===== src/rtl/blkx_pkg.sv =====
package blkx_pkg;
    parameter int unsigned ADDR_W     = 32;
    parameter int unsigned NREG       = 16;
    parameter int unsigned WORD_BYTES = 4;
    localparam int unsigned IDX_W     = $clog2(NREG);
    localparam int unsigned CNT_W     = $clog2(NREG + 1);
    localparam int unsigned ALIGN_W   = $clog2(WORD_BYTES);

    typedef enum logic [1:0] {
        WALK_UP_BASE  = 2'd0,
        WALK_UP_NEXT  = 2'd1,
        WALK_DN_AT    = 2'd2,
        WALK_DN_BELOW = 2'd3
    } walk_mode_e;

    typedef enum logic [1:0] {
        ST_IDLE = 2'd0,
        ST_PREP = 2'd1,
        ST_MOVE = 2'd2,
        ST_FIN  = 2'd3
    } seq_state_e;

    typedef struct packed {
        logic [ADDR_W-1:0] base;
        logic [NREG-1:0]   sel;
        walk_mode_e        mode;
        logic              wb;
    } xfer_req_t;

    function automatic logic [ADDR_W-1:0] align_down(input logic [ADDR_W-1:0] a);
        logic [ADDR_W-1:0] r;
        r = a;
        r[ALIGN_W-1:0] = '0;
        return r;
    endfunction

    function automatic logic is_descending(input walk_mode_e m);
        return m[1];
    endfunction
endpackage


===== src/rtl/blkx_low_pick.sv =====
module blkx_low_pick #(
    parameter int unsigned NREG = 16,
    localparam int unsigned IDX_W = $clog2(NREG)
) (
    input  logic [NREG-1:0]  sel_i,
    output logic             any_o,
    output logic [IDX_W-1:0] idx_o,
    output logic [NREG-1:0]  low_o
);
    logic [NREG:0] seen;
    assign seen[0] = 1'b0;

    for (genvar g = 0; g < NREG; g++) begin : g_scan
        assign low_o[g]    = sel_i[g] & ~seen[g];
        assign seen[g + 1] = seen[g] | sel_i[g];
    end

    assign any_o = seen[NREG];

    always_comb begin
        idx_o = '0;
        for (int i = 0; i < NREG; i++) begin
            if (low_o[i]) idx_o = idx_o | IDX_W'(i);
        end
    end

    always_comb begin
        AST_PICK_ONE: assert ($onehot0(low_o));
        if (any_o) begin
            AST_PICK_SET: assert (sel_i[idx_o]);
        end
    end
endmodule


===== src/rtl/blkx_addr_calc.sv =====
module blkx_addr_calc
    import blkx_pkg::*;
#(
    parameter int unsigned AW   = 32,
    parameter int unsigned NSEL = 16,
    parameter int unsigned STEP = 4,
    localparam int unsigned CW  = $clog2(NSEL + 1)
) (
    input  logic [AW-1:0]   base_i,
    input  logic [NSEL-1:0] sel_i,
    input  walk_mode_e      mode_i,
    output logic [CW-1:0]   cnt_o,
    output logic [AW-1:0]   first_o,
    output logic [AW-1:0]   wb_o
);
    logic [AW-1:0] span;
    logic [AW-1:0] step;

    always_comb begin
        cnt_o = '0;
        for (int i = 0; i < NSEL; i++) begin
            cnt_o = cnt_o + CW'(sel_i[i]);
        end
    end

    assign step = AW'(STEP);
    assign span = AW'(cnt_o) * step;

    always_comb begin
        unique case (mode_i)
            WALK_UP_BASE:  first_o = base_i;
            WALK_UP_NEXT:  first_o = base_i + step;
            WALK_DN_AT:    first_o = base_i - span + step;
            default:       first_o = base_i - span;
        endcase
        wb_o = is_descending(mode_i) ? (base_i - span) : (base_i + span);
    end
endmodule


===== src/rtl/blkx_seq_top.sv =====
module blkx_seq_top
    import blkx_pkg::*;
(
    input  logic        clk,
    input  logic        rst,
    input  logic        start_i,
    input  logic [31:0] base_i,
    input  logic [15:0] mask_i,
    input  logic [1:0]  mode_i,
    input  logic        wb_i,
    output logic        busy_o,
    output logic        xfer_vld_o,
    output logic [31:0] xfer_addr_o,
    output logic [3:0]  xfer_reg_o,
    output logic        done_o,
    output logic [31:0] base_o
);
    seq_state_e        state_q;
    xfer_req_t         req_q;
    logic [NREG-1:0]   left_q;
    logic [ADDR_W-1:0] addr_q;
    logic [ADDR_W-1:0] nbase_q;

    logic              pick_any;
    logic [IDX_W-1:0]  pick_idx;
    logic [NREG-1:0]   pick_low;
    logic [NREG-1:0]   left_nxt;
    logic [CNT_W-1:0]  sel_cnt;
    logic [ADDR_W-1:0] first_addr;
    logic [ADDR_W-1:0] wb_addr;

    blkx_low_pick #(.NREG(NREG)) i_pick (
        .sel_i (left_q),
        .any_o (pick_any),
        .idx_o (pick_idx),
        .low_o (pick_low)
    );

    blkx_addr_calc #(.AW(ADDR_W), .NSEL(NREG), .STEP(WORD_BYTES)) i_calc (
        .base_i  (req_q.base),
        .sel_i   (req_q.sel),
        .mode_i  (req_q.mode),
        .cnt_o   (sel_cnt),
        .first_o (first_addr),
        .wb_o    (wb_addr)
    );

    assign left_nxt = left_q & ~pick_low;

    always_ff @(posedge clk) begin
        if (rst) begin
            state_q <= ST_IDLE;
            req_q   <= '0;
            left_q  <= '0;
            addr_q  <= '0;
            nbase_q <= '0;
        end else begin
            unique case (state_q)
                ST_IDLE: begin
                    if (start_i) begin
                        req_q.base <= align_down(base_i);
                        req_q.sel  <= mask_i;
                        req_q.mode <= walk_mode_e'(mode_i);
                        req_q.wb   <= wb_i;
                        left_q     <= mask_i;
                        state_q    <= ST_PREP;
                    end
                end
                ST_PREP: begin
                    addr_q  <= first_addr;
                    nbase_q <= req_q.wb ? wb_addr : req_q.base;
                    state_q <= (sel_cnt == '0) ? ST_FIN : ST_MOVE;
                end
                ST_MOVE: begin
                    left_q <= left_nxt;
                    addr_q <= addr_q + ADDR_W'(WORD_BYTES);
                    if (left_nxt == '0) state_q <= ST_FIN;
                end
                default: state_q <= ST_IDLE;
            endcase
        end
    end

    assign busy_o      = (state_q != ST_IDLE);
    assign xfer_vld_o  = (state_q == ST_MOVE) && pick_any;
    assign xfer_addr_o = addr_q;
    assign xfer_reg_o  = pick_idx;
    assign done_o      = (state_q == ST_FIN);
    assign base_o      = nbase_q;

    AST_START_TAKEN: assert property (@(posedge clk) disable iff (rst)
        start_i && !busy_o |=> busy_o);
    AST_WORD_ALIGN: assert property (@(posedge clk) disable iff (rst)
        xfer_vld_o |-> xfer_addr_o[ALIGN_W-1:0] == '0);
    AST_ADDR_STRIDE: assert property (@(posedge clk) disable iff (rst)
        xfer_vld_o && $past(xfer_vld_o) |-> xfer_addr_o == $past(xfer_addr_o) + ADDR_W'(WORD_BYTES));
    AST_REG_RISING: assert property (@(posedge clk) disable iff (rst)
        xfer_vld_o && $past(xfer_vld_o) |-> xfer_reg_o > $past(xfer_reg_o));
    AST_DONE_PULSE: assert property (@(posedge clk) disable iff (rst)
        done_o |=> !done_o && !busy_o);
    AST_REQ_HELD: assert property (@(posedge clk) disable iff (rst)
        busy_o |=> $stable(req_q));
    AST_EMPTY_FIN: assert property (@(posedge clk) disable iff (rst)
        (state_q == ST_PREP) && (req_q.sel == '0) |=> done_o && !xfer_vld_o);
endmodule


===== config.mk =====
export PLATFORM = sky130hd
export DESIGN_NAME = blkx_seq_top
export DESIGN_NICKNAME = d
export VERILOG_FILES = /design/src/rtl/blkx_pkg.sv /design/src/rtl/blkx_low_pick.sv /design/src/rtl/blkx_addr_calc.sv /design/src/rtl/blkx_seq_top.sv
export SDC_FILE = /design/constraint.sdc
export NUM_CORES = 1
export LEC_CHECK = 0
export ABC_AREA = 1
export ABC_CLOCK_PERIOD_IN_PS = 12250
export BUFFER_PORTS_ARGS = -buffer_cell sky130_fd_sc_hd__buf_4
export CAP_MARGIN = 20
export CORE_UTILIZATION = 35
export CTS_CLUSTER_DIAMETER = 200
export CTS_CLUSTER_SIZE = 12
export DETAILED_ROUTE_END_ITERATION = 10
export PLACE_DENSITY = 0.6
export SYNTH_ARGS = -nofsm -noshare
export SYNTH_HDL_FRONTEND = slang
export SYNTH_SLANG_ARGS = --single-unit

===== constraint.sdc =====
create_clock -name clk -period 12.25 [get_ports clk]
set_input_delay 2.45 -clock clk [delete_from_list [all_inputs] [get_ports clk]]
set_output_delay 2.45 -clock clk [all_outputs]
set_load 0.005 [all_outputs]

# ---- After elaboration in Yosys (flattened, before gate mapping)
# Index checks and enable logic that the tools add are counted.
dict set report word_totals {
  in_bits 54
  out_inout_bits 71
  regBits 131
  wordCells 118
}
dict set report classes {
  addsub 20
  n_eq_ne 7
  n_reduce_logical 11
  bitwise 47
  mux 25
}
# operator n
set op_table {}
lappend op_table {{32-bit by 3-bit adder with 32-bit output, second input constant} 3}
lappend op_table {{32-bit one-hot mux with 3 select lines} 1}
lappend op_table {{5-bit by 1-bit adder with 5-bit output} 14}
lappend op_table {{32-bit 2-to-1 mux} 2}
lappend op_table {{32-bit one-hot mux with 2 select lines} 1}
lappend op_table {{32-bit by 7-bit adder with 32-bit output} 1}
lappend op_table {{4-bit 2-to-1 mux} 8}
lappend op_table {{16-bit one-hot mux with 2 select lines} 1}
lappend op_table {{32-bit by 7-bit subtractor with 32-bit output} 1}
lappend op_table {{16-bit AND} 1}
lappend op_table {{16-bit logical NOT} 1}
lappend op_table {{16-bit 2-to-1 mux} 1}
lappend op_table {{16-bit inverter} 1}
lappend op_table {{1-bit AND} 15}
lappend op_table {{1-bit inverter} 15}
lappend op_table {{1-bit bitwise OR} 15}
lappend op_table {{3-bit 2-to-1 mux} 4}
lappend op_table {{2-bit 2-to-1 mux} 4}
lappend op_table {{2-bit equality test, second input constant} 3}
lappend op_table {{2-bit one-hot mux with 3 select lines} 1}
lappend op_table {{2-bit AND reduction} 3}
lappend op_table {{2-bit nonzero test} 3}
lappend op_table {{5-bit logical NOT} 1}
lappend op_table {{2-bit by 1-bit equality test with 1-bit output, second input constant} 2}
lappend op_table {{other kinds (5)} 8}

# ---- Depth between registers and ports, before layout
# Gate-level depths: netlist of the first run.
dict set report depth {
  depth_word 21
  depth_mapped 37
  depth_no_buf 36
}

# ---- Modules after synthesis
# From an unflattened synthesis of the first run, not the netlist that was laid out.
dict set report hier_totals {
  hier_cells 2039
  area_unflattened_um2 12052.8
}
# mod n_inst seq_area_each_um2 area_per_inst_um2 cells_per_inst
set by_module_without_submodules {}
lappend by_module_without_submodules {blkx_seq_top 1 2622.5 6530.0 982}
lappend by_module_without_submodules {blkx_addr_calc 1 0.0 5168.7 990}
lappend by_module_without_submodules {blkx_low_pick 1 0.0 354.1 67}

# ---- Least setup slack after synthesis of the first run
# Ideal clock, no wire load.
dict set report synth_path {
  path_type {register to register}
  startpoint {reg req_q[3] (netlist name)}
  endpoint {reg addr_q[24] (netlist: xfer_addr_o[24])}
  n_path_buf 0
  setup_slack_ps 6498
  period_less_slack_ps 5752
  path_stages_with_launch 28
  arrival_ps 5686
  setup_ps 66
  required_time_ps 12184
  path_cell_list {dfxtp_1 -> ha_1 -> inv_1 -> fa_1 -> inv_1 -> fa_1 -> fa_1 -> inv_1 -> fa_1 -> fa_1 -> fa_1 -> inv_1 -> fa_1 -> o21ai_2 -> ha_1 -> a21boi_2 -> nand3_1 -> nor2_1 -> nand3_2 -> clkinv_1 -> nand3_1 -> nor2_4 -> nand2_1 -> nand2_1 -> nand3_1 -> nand2_1 -> nand2_1 -> a21oi_2}
}
dict set report synth_via {
  elab_chain_cells 19
}
# item line_no
set synth_rtl {}
lappend synth_rtl {{start, declared} blkx_seq_top.sv:19} ;# xfer_req_t req_q;
lappend synth_rtl {{1-bit by 1-bit adder with 2-bit output (*)} blkx_addr_calc.sv:22} ;# cnt_o = cnt_o + CW'(sel_i[i]);
lappend synth_rtl {{5-bit by 1-bit adder with 5-bit output (*) (14 in a row)} blkx_addr_calc.sv:22}
lappend synth_rtl {{32-bit by 7-bit subtractor with 32-bit output (*)} {blkx_addr_calc.sv:33, blkx_addr_calc.sv:34}}
lappend synth_rtl {{32-bit by 3-bit adder with 32-bit output} blkx_addr_calc.sv:33} ;# WALK_DN_AT: first_o = base_i - span + step;
lappend synth_rtl {{32-bit one-hot mux with 3 select lines (*)} blkx_addr_calc.sv:30} ;# unique case (mode_i)
lappend synth_rtl {{32-bit one-hot mux with 2 select lines (*)} blkx_seq_top.sv:58} ;# unique case (state_q)
lappend synth_rtl {{end signal, assigned} blkx_seq_top.sv:70} ;# addr_q <= first_addr;
lappend synth_rtl {{end signal, assigned} blkx_seq_top.sv:76} ;# addr_q <= addr_q + ADDR_W'(WORD_BYTES);
lappend synth_rtl {{end, declared} blkx_seq_top.sv:21} ;# logic [ADDR_W-1:0] addr_q;
# Mark *: on every way between the ends. The rest lies on a longest branch, timed or not.
# A chain may end at the register's enable or synchronous reset.

# ---- Worst setup path after layout of the first run
dict set report layout_path {
  startpoint {reg req_q[3] (netlist name)}
  endpoint {reg addr_q[26] (netlist: xfer_addr_o[26])}
}
# The elaborated chain is that of the path after synthesis.

==> metrics.txt, run 1 <==
status=finished clean; Final Hold Vio Count=0; antenna-violating nets left=0; combinational share of power=66.5%; RSZ-0062 raised after global routing=no; Die Wd=176 um; sequential share of power=18.6%; dominant cells by area after synthesis=dfxtp_1 (24%), nand2_1 (15%), a21oi_1 (10%); Synth area leader=dfxtp_1; RR Startpoint=req_q[3]; postcts setup bufs=0; Layout Area Growth over Synthesis=16.1%; Most common cell on crit path=nand2_1; Worst setup EP type=flop; data required time of the worst path=12.62 ns; worst slew pin tran=0.961 ns; clk_lat worst skew=0.44 ns; Cells after Synth=1767; type of origin of the critical path=flop; Final setup viols=0; CTS clk-pin slew, worst paths=0.06 ns; grt total ovfl=0; cell internal pwr=1.70 mW; #FFs+latches synth=127; slowest CP cell=ha_1; fill count=3275; Initial Utilization=35.6%; Num CTS Buffers=17; number of core rows=63; layout cell share with drive strength beyond 1=12.7%; vias per inst=5.43; Global Route Usage Sum=24.7%; Die H=176 um; vias in the first global route=11200; root buf cell=clkbuf_16; Fin Setup TNS=0 ns; CP Class=flop to flop; Buf+Inv Stages, Crit Path=5; HP Start=base_o[23]; max cap viols=0; Unique masters post-synth=48; core area=29700 sq um; drt drc=0; CP top delay family=adder cells; switching power=2.09 mW; switching share of total power=55.1%; register area share after synthesis=24.0%; Antenna Cells=0; Leak Pwr=5.28 nW; CP max FO=9; worst-case clock buffer depth=2; Pre-antenna DRT Iters=6; GP Congestion=0.939; Hold Crit Depth=2; Sequential Area=2540 sq um; R2R Setup Slk=5.52 ns; # clock sinks=127; die area=31000 sq um; Rel. slew slack=35.9%; DR WL/cell=17.3 um; CP max stage delay=0.53 ns; I/O pin cnt=125; IR Drop Worst-Case VDD=0.000310 V; synthesized area=10600 sq um; P per Cell Area=308 nW/um^2; largest net degree at the start of global routing=104; number of H-tree levels=4; period utilization=54.9%; Hold Slack=0.465 ns; WHS Endpoint=base_o[23]; worst path arrival time=7.10 ns; Crit path depth=31; Clock power frac=14.8%; via count=12100; Post-CTS Hold Fix Bufs=0; Fmax achieved=149 MHz; YS warnings=0; synthesized area per cell=5.99 sq um; Iter 0 DRT Violations=1043; worst min-delay path class=flop to flop; asr flop ratio synth=0%; skew final=0.0108 ns; number of synthesized flops with an enable pin=0; CTS tree=built; Synth top area share=24.0%; Total Nets Final=1911; area of the multi-input gates=6950 sq um; initial antenna violation count=0; first-pass GRT wire length=59900 um; Primary FF master, synth=dfxtp_1; cts repair resizes=0; Port Buffers=118; max-slew violations=0; DRT Wirelength=38400 um; Final min period=6.73 ns; post-detail-place hpwl=28400 um; Crit Reg-Reg Endpoint=xfer_addr_o[26]; worst r2r path cells=31
-- cells in the mapped netlist (10+ instances only) --
cell      instances
nor2_2           22
nor2_4           12
nor3_1           21
nand4_1          29
o21ai_0         158
nor2_1          174
buf_2            10
buf_4            10
nand2_1         420
clkbuf_1         73
xor2_1           21
o21ai_1          10
a31oi_1          13
ha_1             25
a21oi_1         215
o211ai_1         26
a221oi_1         11
inv_1           170
fa_1             12
dfxtp_1         127
nand3_1         127
-- per-layer routing --
layer | share of wire [%] | up-vias | GRT usage, %
met5 | 0 | - | 0
met4 | 2.5 | 0 | 8.08
met3 | 4.8 | 62 | 2.91
met2 | 50 | 393 | 43.8
met1 | 43 | 5634 | 30.9
li1 | - | 5974 | -
-- layout make-up --
cell class | instances | share of cell area, %
clock buffer | 18 | 3.57
timing repair buffer | 129 | 8.04
sequential | 127 | 20.7
multi-input combinational | 1360 | 56.5
clock inverter | 14 | 1.55
inverter | 185 | 5.65
tap | 390 | 3.97
-- cells in the final DEF, fill, tap and decap left out, drive strengths merged, types with 5 or more instances in the layout --
cell type  Yosys  routed
o31ai          6       6
dfxtp        127     127
a21oi        219     219
nand4         29      29
nand3        134     134
ha            25      25
clkbuf        73      18
buf           25     129
a31oi         13      13
xor2          21      21
or2            6       6
o21ai        169     169
nor3          22      22
o211ai        26      26
inv          178     179
nor2         208     208
a221oi        11      11
nand2        426     426
clkinv         7      11
nor4           5       5
o221ai         6       6
fa            12      12
clkinvlp       0       5
-- flip-flops by register name, indices dropped and copies added (netlist names) --
signal and count:
req_q 49, base_o 30, xfer_addr_o 30, left_q 16
state_q 2
-- kinds of logic (layout without fill, tap and decap cells) --
| group | count (synthesis) | in the layout | synth area share (%) |
|---|---|---|---|
| AND/OR/NAND/NOR | 838 | 838 | 34.7 |
| AO/OA/AOI/OAI | 459 | 459 | 23.7 |
| buffers and inverters | 283 | 346 | 10.5 |
| flip-flops | 127 | 127 | 24.0 |
| adder cells (fa/ha/maj) | 38 | 38 | 5.32 |
| XOR/XNOR | 21 | 21 | 1.74 |
| other | 1 | 4 | 0.0354 |
-- per-stage QoR --
stage	cell area (sq um)	util (%)	instances	setup WS (ns)	total power [mW]
global placement	11600	39.2	2190	5.62	3.17
floorplan	10600	-	1770	6.50	2.44
detailed placement	11600	39.2	2190	5.58	3.21
finish	12300	41.4	2223	5.52	3.79
CTS	12300	41.3	2222	5.55	3.78
global route	12300	41.4	2223	5.08	4.14
-- power by group through the flow --
stage	Combinational, mW	Sequential, mW	Clock (mW)
after floorplan	1.80	0.639	0
after global placement	2.46	0.712	0
after detailed placement	2.50	0.714	0
after CTS	2.51	0.706	0.569
after global routing	2.82	0.726	0.587
final	2.52	0.707	0.562
-- how the worst max path moves through the flow --
stage	to	slack, ns	from
final	xfer_addr_o[26]	5.52	req_q[3]
after global routing	xfer_addr_o[31]	5.08	req_q[3]
after CTS	xfer_addr_o[26]	5.55	req_q[3]
after detailed placement	xfer_addr_o[18]	5.58	req_q[3]
after global placement	xfer_addr_o[18]	5.62	req_q[3]
after floorplan	xfer_addr_o[24]	6.50	req_q[3]
-- worst register-to-register path, delay by kind of cell (launching register included) --
family / cells / cell delay (ns)
AOI/OAI and AO/OA: 1 / 0.13
adders and majority gates: 8 / 3.57
buffers and inverters: 5 / 0.26
DFF: 1 / 0.32
and+or+nand+nor: 17 / 2.41
No activity file was read; power rests on OpenSTA's default activity.
==> inputs of run 2 (changes only) <==
--- a/config.mk
+++ b/config.mk
@@ -6,14 +6,14 @@
 export NUM_CORES = 1
 export LEC_CHECK = 0
 export ABC_AREA = 1
-export ABC_CLOCK_PERIOD_IN_PS = 12250
+export ABC_CLOCK_PERIOD_IN_PS = 5600
 export BUFFER_PORTS_ARGS = -buffer_cell sky130_fd_sc_hd__buf_4
 export CAP_MARGIN = 20
 export CORE_UTILIZATION = 35
 export CTS_CLUSTER_DIAMETER = 200
 export CTS_CLUSTER_SIZE = 12
 export DETAILED_ROUTE_END_ITERATION = 10
-export PLACE_DENSITY = 0.6
+export PLACE_DENSITY = 0.62
 export SYNTH_ARGS = -nofsm -noshare
 export SYNTH_HDL_FRONTEND = slang
 export SYNTH_SLANG_ARGS = --single-unit
==> constraint.sdc (replaced) <==
create_clock -name clk -period 5.6 [get_ports clk]
set_input_delay 1.12 -clock clk [delete_from_list [all_inputs] [get_ports clk]]
set_output_delay 1.12 -clock clk [all_outputs]
set_load 0.005 [all_outputs]
==> metrics.txt, run 2 (synthesis results as in run 1) <==
status=complete, but fails checks; failing checks=setup timing; max reg flops=49 (unchanged); HP Start=base_o[23]; first-pass GRT wire length=63100 um (+5.2%); CP max FO=5 (-4); number of H-tree levels=4 (unchanged); switching share of total power=50.6% (-4.4 points); Num CTS Buffers=17 (unchanged); Pwr Total=11.6 mW (+210%); CP Class=flop to flop; I/O pin cnt=125 (unchanged); Total Nets Final=2112 (+11%); initial antenna violation count=0 (unchanged); via count=13100 (+9.0%); post-detail-place hpwl=28900 um (+2.0%); CTS tree=built; Layout Area Growth over Synthesis=41.8%; Post-CTS Hold Fix Bufs=0 (unchanged); Worst setup EP type=flop; Fmax achieved=167 MHz (+12%); type of origin of the critical path=flop; Port Buffers=118 (unchanged); commonest non-fill, non-tap cells in the layout=nand2_1 (337), buf_4 (296), a21oi_1 (192); Pre-antenna DRT Iters=5 (-1); Crit Reg-Reg Endpoint=xfer_addr_o[31]; number of core rows=63 (unchanged); Iter 0 DRT Violations=1035 (-0.77%); WHS Endpoint=base_o[23]; root buf cell=clkbuf_16; period utilization=107% (+52 points); Hold Slack=0.466 ns (+0.00188 ns); RSZ-0062 raised after global routing=yes; Die Wd=176 um (unchanged); worst slew pin tran=0.952 ns (-0.00890 ns); grt total ovfl=0 (unchanged); crit path setup slack, layout=-0.404 ns (-5.92 ns); CTS clk-pin slew, worst paths=0.06 ns (about the same); GP Congestion=0.982 (+4.6%); Initial Utilization=35.6% (unchanged); drt drc=0 (unchanged); worst r2r path cells=30 (-3.2%); switching power=5.89 mW (+180%); CP top delay family=adder cells; antenna-violating nets left=0 (unchanged); data required time of the worst path=5.92 ns (-6.70 ns); DRT Wirelength=41000 um (+6.8%); worst min-delay path class=flop to flop; largest net degree at the start of global routing=57 (-45%); Rel. slew slack=36.5% (+0.59 points); layout cell share with drive strength beyond 1=32.2% (+20 points); IR Drop Worst-Case VDD=0.000718 V (+130%); vias in the first global route=12400 (+11%); # clock sinks=127 (unchanged); RR Startpoint=req_q[4]; Antenna Cells=0 (unchanged); Final Hold Vio Count=0 (unchanged); clk_lat worst skew=0.44 ns (about the same); largest register by flop count=req_q; worst-case clock buffer depth=2 (unchanged); core area=29700 sq um (unchanged); Clock power frac=10.2% (-4.6 points); Global Route Usage Sum=25.7% (+0.96 points); combinational share of power=76.4% (+9.9 points); commonest non-fill, non-tap cell in the layout=nand2_1; max cap viols=0 (unchanged); Final setup viols=35 (+35); Die H=176 um (unchanged); skew final=0.0150 ns (+0.00425 ns); max-slew violations=0 (unchanged); sequential share of power=13.4% (-5.2 points); vias per inst=5.42 (about the same); DR WL/cell=16.9 um (-2.1%); P per Cell Area=775 nW/um^2 (+150%); worst path arrival time=6.33 ns (-0.77 ns); Final min period=6.00 ns (-0.725 ns); Leak Pwr=6.50 nW (+23%); Hold Crit Depth=2 (unchanged); die area=31000 sq um (unchanged); R2R Setup Slk=-0.40 ns (-5.92 ns); cell internal pwr=5.74 mW (+240%); Most common cell on crit path=fa_1; Buf+Inv Stages, Crit Path=6 (+1); slowest CP cell=fa_2; Setup WS pre-CTS=-0.601 ns (-6.19 ns); Fin Setup TNS=-8.17 ns (-8.17 ns); CP max stage delay=0.56 ns (+0.03 ns)
run 2: worst max path at each step:
stage                  start               to  slack, ns  cells past startpoint
global placement    req_q[3]  xfer_addr_o[20]      -0.53                     31
floorplan           req_q[3]  xfer_addr_o[25]      -0.05                     32
finish              req_q[4]  xfer_addr_o[31]      -0.40                     30
CTS                 req_q[4]  xfer_addr_o[20]      -0.28                     32
detailed placement  req_q[3]  xfer_addr_o[25]      -0.60                     32
global route        req_q[4]  xfer_addr_o[29]      -0.69                     32
run 2: power groups by stage:
stage | Combinational (mW) | Sequential [mW] | Clock, mW
floorplan | 4.03 | 1.40 | 0
global placement | 6.67 | 1.55 | 0
detailed placement | 6.79 | 1.56 | 0
CTS | 7.85 | 1.55 | 1.20
global route | 9.57 | 1.59 | 1.24
finish | 8.89 | 1.56 | 1.18
run 2: routing by layer:
layer,part of all wire (%),global-route usage (%)
met5,0,0
met4,4.0,11.8
met3,5.4,3.49
met2,50,45.6
met1,41,30.5
run 2: worst register-to-register path: cells and delay by family, from the launching register on:
family          cells  cell delay [ns]
compound gates      1             0.06
fa+ha+maj           8             3.44
buf+inv             6             0.44
flops               1             0.33
simple gates       15             1.65
run 2: cell type report:
class,instances,area [sq um]
Multi-Input combinational cell,1360,8040
Tap cell,390,488
Timing Repair Buffer,330,2640
Inverter,185,697
Fill cell,2932,14700
Clock inverter,11,130
Clock buffer,21,480
Sequential cell,127,2540
run 2: what timing repair did:
action	in CTS	in global routing
buffers inserted	50	25
pin swaps	84	83
endpoints found under the hold margin	0	0
endpoints found under the setup margin	48	51
resized for setup	183	157
run 2: per-stage QoR:
stage | utilization, % | cells | area [sq um]
6_report | 50.5 | 2424 | 15000
4_1_cts | 47.9 | 2403 | 14200
3_3_place_gp | 42.6 | 2325 | 12700
5_1_grt | 50.5 | 2424 | 15000
2_1_floorplan | - | 1770 | 10600
3_5_place_dp | 42.6 | 2325 | 12700
